[src/rtl/pull_cfg_pkg.sv]
package pull_cfg_pkg;

    typedef enum logic [1:0] {
        PULL_NONE = 2'b00,
        PULL_DOWN = 2'b01,
        PULL_UP   = 2'b10,
        PULL_RSVD = 2'b11
    } pull_code_e;

    typedef struct packed {
        logic up;
        logic dn;
    } pull_drive_t;

    localparam int unsigned MODE_OFFSET   = 32'h94;
    localparam int unsigned STROBE_OFFSET = 32'h98;
    localparam int unsigned BANK_STRIDE   = 4;

    function automatic logic code_is_legal(input pull_code_e c);
        return c != PULL_RSVD;
    endfunction

    function automatic pull_drive_t code_to_drive(input pull_code_e c);
        pull_drive_t d;
        d.up = (c == PULL_UP);
        d.dn = (c == PULL_DOWN);
        return d;
    endfunction

endpackage

[src/rtl/pull_cfg_regif.sv]
module pull_cfg_regif
    import pull_cfg_pkg::*;
#(
    parameter int unsigned NUM_PINS   = 54,
    parameter int unsigned DATA_W     = 32,
    parameter int unsigned ADDR_W     = 8,
    parameter int unsigned MODE_OFS   = MODE_OFFSET,
    parameter int unsigned STB_OFS    = STROBE_OFFSET,
    parameter int unsigned STB_STRIDE = BANK_STRIDE
) (
    input  logic                clk,
    input  logic                rst,
    input  logic                wr_en,
    input  logic                rd_en,
    input  logic [ADDR_W-1:0]   addr,
    input  logic [DATA_W-1:0]   wdata,
    output logic [DATA_W-1:0]   rdata,
    output logic                rvalid,
    output pull_code_e          mode,
    output logic [NUM_PINS-1:0] strobe
);

    localparam int unsigned BANKS = (NUM_PINS + DATA_W - 1) / DATA_W;

    logic [BANKS-1:0] bank_hit;
    logic             mode_hit_wr;
    logic             mode_hit_rd;

    assign mode_hit_wr = wr_en && (addr == ADDR_W'(MODE_OFS));
    assign mode_hit_rd = rd_en && (addr == ADDR_W'(MODE_OFS));

    // one decoder per strobe bank
    for (genvar b = 0; b < BANKS; b++) begin : g_bank
        assign bank_hit[b] = wr_en && (addr == ADDR_W'(STB_OFS + b * STB_STRIDE));
    end

    // each pin takes its bit from the bank that covers it
    for (genvar p = 0; p < NUM_PINS; p++) begin : g_stb
        assign strobe[p] = bank_hit[p / DATA_W] & wdata[p % DATA_W];
    end

    always_ff @(posedge clk) begin
        if (rst) begin
            mode <= PULL_NONE;
        end else if (mode_hit_wr) begin
            mode <= pull_code_e'(wdata[1:0]);
        end
    end

    always_ff @(posedge clk) begin
        if (rst) begin
            rvalid <= 1'b0;
            rdata  <= '0;
        end else begin
            rvalid <= rd_en;
            rdata  <= mode_hit_rd ? DATA_W'(mode) : '0;
        end
    end

endmodule

[src/rtl/pull_cfg_pin.sv]
module pull_cfg_pin
    import pull_cfg_pkg::*;
(
    input  logic       clk,
    input  logic       rst,
    input  logic       strobe,
    input  pull_code_e code,
    output pull_code_e state
);

    always_ff @(posedge clk) begin
        if (rst) begin
            state <= PULL_NONE;
        end else if (strobe && code_is_legal(code)) begin
            state <= code;
        end
    end

endmodule

[src/rtl/pull_cfg_drive.sv]
module pull_cfg_drive
    import pull_cfg_pkg::*;
(
    input  pull_code_e state,
    output logic       up_en,
    output logic       dn_en
);

    pull_drive_t drv;

    always_comb begin
        drv   = code_to_drive(state);
        up_en = drv.up;
        dn_en = drv.dn;
    end

endmodule

[src/rtl/pull_cfg_unit.sv]
module pull_cfg_unit
    import pull_cfg_pkg::*;
#(
    parameter int unsigned NUM_PINS = 54,
    parameter int unsigned DATA_W   = 32,
    parameter int unsigned ADDR_W   = 8
) (
    input  logic                clk,
    input  logic                rst,
    input  logic                bus_wr_en,
    input  logic                bus_rd_en,
    input  logic [ADDR_W-1:0]   bus_addr,
    input  logic [DATA_W-1:0]   bus_wdata,
    output logic [DATA_W-1:0]   bus_rdata,
    output logic                bus_rvalid,
    output logic [NUM_PINS-1:0] pull_up_en,
    output logic [NUM_PINS-1:0] pull_dn_en
);

    pull_code_e          mode_q;
    logic [NUM_PINS-1:0] strobe;

    pull_cfg_regif #(
        .NUM_PINS (NUM_PINS),
        .DATA_W   (DATA_W),
        .ADDR_W   (ADDR_W)
    ) regif_i (
        .clk    (clk),
        .rst    (rst),
        .wr_en  (bus_wr_en),
        .rd_en  (bus_rd_en),
        .addr   (bus_addr),
        .wdata  (bus_wdata),
        .rdata  (bus_rdata),
        .rvalid (bus_rvalid),
        .mode   (mode_q),
        .strobe (strobe)
    );

    for (genvar p = 0; p < NUM_PINS; p++) begin : g_pin
        pull_code_e state;

        pull_cfg_pin pin_i (
            .clk    (clk),
            .rst    (rst),
            .strobe (strobe[p]),
            .code   (mode_q),
            .state  (state)
        );

        pull_cfg_drive drive_i (
            .state (state),
            .up_en (pull_up_en[p]),
            .dn_en (pull_dn_en[p])
        );
    end

endmodule

[config.mk]
export PLATFORM = sky130hd
export DESIGN_NAME = pull_cfg_unit
export DESIGN_NICKNAME = d
export VERILOG_FILES = /design/src/rtl/pull_cfg_pkg.sv /design/src/rtl/pull_cfg_regif.sv /design/src/rtl/pull_cfg_pin.sv /design/src/rtl/pull_cfg_drive.sv /design/src/rtl/pull_cfg_unit.sv
export SDC_FILE = /design/constraint.sdc
export NUM_CORES = 1
export LEC_CHECK = 0
export CORE_ASPECT_RATIO = 1.2
export CORE_MARGIN = 2
export CORE_UTILIZATION = 43
export DETAILED_ROUTE_END_ITERATION = 8
export PLACE_DENSITY_LB_ADDON = 0.08
export SYNTH_ARGS = -nofsm -noshare
export SYNTH_HDL_FRONTEND = slang
export SYNTH_SLANG_ARGS = --single-unit
[constraint.sdc]
create_clock -name clk -period 1.25 [get_ports clk]
set_input_delay 0.125 -clock clk [delete_from_list [all_inputs] [get_ports clk]]
set_output_delay 0.125 -clock clk [all_outputs]
set_load 0.03 [all_outputs]
==> impl_results.md <==
* Crit path buffers/inverters at 2
* WP data arrival at 1.70 ns
* Clock sink count at 113
* PortBufs at 154
* Pwr/cell area at 990 nW/um2
* Critical Path RT at 1.57 ns
* GP Congestion at 0.782
* EDFF count, synth at 0
* Top area cells in the synthesized netlist: dfxtp_1 (37%), buf_4 (20%), nor2b_1 (11%)
* Hold slack at 0.0920 ns
* Overflow after GRT at 0
* Synth Warn # at 0
* Worst-Margin Slew at 0.572 ns
* CTS tree: yes
* Root buf cell: clkbuf_16
* Min-delay worst type: in -> reg
* Final core utilization at 65.8%
* Crit-path max FO at 6
* Cts bufs inserted at 17
* Share of cells above drive strength 1 at 60.8%
* Worst setup path class: reg -> reg
* Max clock buf depth at 2
* FF+latch area at 2370 um2
* Gr usage total at 20.7%
* Final setup violation count at 88
* 1st-iter DRT viols at 169
* Status: complete, but fails checks
* Slowest stage delay, CP at 0.36 ns
* Synthesized instance count at 676
* Final ANT Viol Nets at 0
* Worst-Skew Late Latency at 0.42 ns
* Vias post-DR at 4951
* First-pass DRT Iterations at 6
* Final HPWL DP at 10100 um
* Row count at 47
* Synth-to-layout area growth at 48.1%
* RSZ-0062 raised after global routing: yes
* P_leak at 3.87 nW
* R2r worst-path depth at 5
* Largest net degree at the start of global routing at 93
* Hold Fails Final Rpt at 0
* Number of antenna violations at the first check in global routing at 0
* Synth Area per Inst at 9.11 um2
* Multi-input gate area at 3340 um2
* #FFs+latches synth at 113
* Worst path top cell family by delay: buffers and inverters
* Crit-path cells: nor4_4 -> buf_6 -> buf_12 -> a21oi_2 -> a211oi_2
* Fmax at 0.721 GHz
* Fin crit share at 111%
* Startpoint types: flip-flop
* Maxcap violations at 0
* Cell depth of the worst setup path at 5
* Pre-CTS WS at -0.744 ns
* IO Count at 185
* Final WS setup at -0.136 ns
* Crit-path slowest cell: dfxtp_4
* Min cycle time layout at 1.39 ns
* Yosys top cell by area: dfxtp_1
* Worst vdd ir at 657 uV
* CTS HTree Levels at 4
* Post-synthesis sequential area ratio at 36.7%
* Failing checks: design-rule violations, negative setup slack
* First-pass GRT wire length at 24800 um
* Worst slew margin at 61.7%
* Synth Cell Area at 6160 um2
* Chip width at 113 um
* Mean routed wirelength per cell at 17.8 um
* Die area at 15300 um2
* Core Region at 13900 um2
* N_diodes at 0
* # fillers at 1120
* Starting Density at 44.4%
* NumNets Final at 829
* Vias in the first global route at 4745
* FFs w/ async S/R, synth at 0%
* Max Slew Vio Count at 0
* Total Power at 0.00903 W
* Share of the synthesized area in the top cell type at 36.7%
* Vias per cell at 5.12
* Post-synth cell types at 32
* Clock-pin slew on the worst setup and hold paths at 0.05 ns
* DRC errors left at 12
* Hold depth at 3
* Die H at 135 um
* Commonest register cell after synthesis: dfxtp_1
* Routed Wire Length at 17200 um
* Critical path capture point type: flip-flop
* Layout Skew at 0.00776 ns
## cell usage in the layout, fill, tap and decap left out, types with 3 or more instances in the layout
cell type        synthesis  final
and4b_1                  5      5
a21oi_4                  0      9
nor2b_2                  0     39
dfxtp_1                113     44
a21oi_1                 80     22
a211oi_2                20     41
nand2_1                 23     21
buf_12                   0     17
dfxtp_2                  0     61
buf_16                   0      7
a211oi_1                58     37
conb_1                   1     30
nor2b_1                106     52
mux2i_1                 26     26
clkbuf_8                 0      6
clkdlybuf4s50_1          0     33
dlygate4sd2_1            0      4
inv_2                    1      3
a21oi_2                  0     49
nor2_1                  13     11
nor4_4                   1      5
nand4_1                 12     12
clkbuf_2                 0      5
clkbuf_16                0     23
clkinv_2                 0      3
nor2b_4                  0     15
buf_6                    1     41
buf_4                  163    134
dfxtp_4                  0      8
## cell type report
| class | instances | area share [%] |
|---|---|---|
| repair buffers | 251 | 28.4 |
| clock buffers | 25 | 5.65 |
| clock inverters | 5 | 0.823 |
| well taps | 171 | 2.34 |
| multi-input cells | 397 | 36.6 |
| flip-flops and latches | 113 | 26.0 |
| inverters | 5 | 0.206 |
## path summary, 6_finish.rpt
path,endpoint,from,slack [ns]
setup / recovery,g_pin[14].pin_i.state[1],regif_i.mode[0],-0.14
hold / removal,g_pin[34].pin_i.state[1],rst,0.09
setup reg to reg,g_pin[14].pin_i.state[1],regif_i.mode[0],-0.14
hold reg to reg,g_pin[24].pin_i.state[1],g_pin[24].pin_i.state[1],0.48
## synthesized netlist by cell type (all sizes together) (12+ instances only)
library cell / count
nor2b: 106
mux2i: 26
clkbuf: 14
buf: 176
nor2: 14
a211oi: 78
nand2: 23
dfxtp: 113
nand4: 12
a21oi: 80
## worst register-to-register path, stage by stage (launching register included)
cell      delay, ns
dfxtp_4        0.36
nor4_4         0.27
buf_6          0.23
buf_12         0.16
a21oi_2        0.07
a211oi_2       0.19
## registers in the layout, summed over array words and instances, names as in the netlist
signal / count
g_pin.pin_i.state: 108
regif_i.mode: 2
regif_i.rdata: 2
regif_i.rvalid: 1
## routing by layer
metal  vias to the layer above  part of all wire [%]  GRT usage, %
li1                       2391                     -             -
met1                      2419                    40          23.8
met2                       124                    54          36.5
met3                        17                   4.8          5.75
met4                         0                   1.3          7.32
met5                         -                     0             0
## repair_timing
item                                    4_1_cts  5_1_grt
pin swaps                                    45       70
resized for setup                           121      204
endpoints found under the setup margin      127      177
setup buffers                                15       18
gates cloned                                  9        8
hold buffers                                  0        0
## metrics by stage
step	setup TNS [ns]	std cells	cell area, um2
after floorplan	-0.815	705	6350
after global placement	-63.76	888	6960
after detailed placement	-69.55	888	6960
after CTS	-7.21	942	8240
after global routing	-11.35	967	9130
final	-5.67	967	9130
## logic make-up after synthesis
family | Yosys count | share of synthesized area, %
and+or+nand+nor | 179 | 18.6
other | 1 | 0.0609
muxes | 26 | 4.22
DFF | 113 | 36.7
buffers and inverters | 195 | 22.2
AOI/OAI and AO/OA | 162 | 18.2
## power by group
group | switching, W | total, W | internal [W] | leakage [nW]
clock | 0.00160 | 0.00481 | 0.00321 | 0.295
combinational | 0.000408 | 0.000623 | 0.000214 | 2.63
sequential | 0.00000417 | 0.00360 | 0.00359 | 0.948
Power figures use the tool's default switching activity.
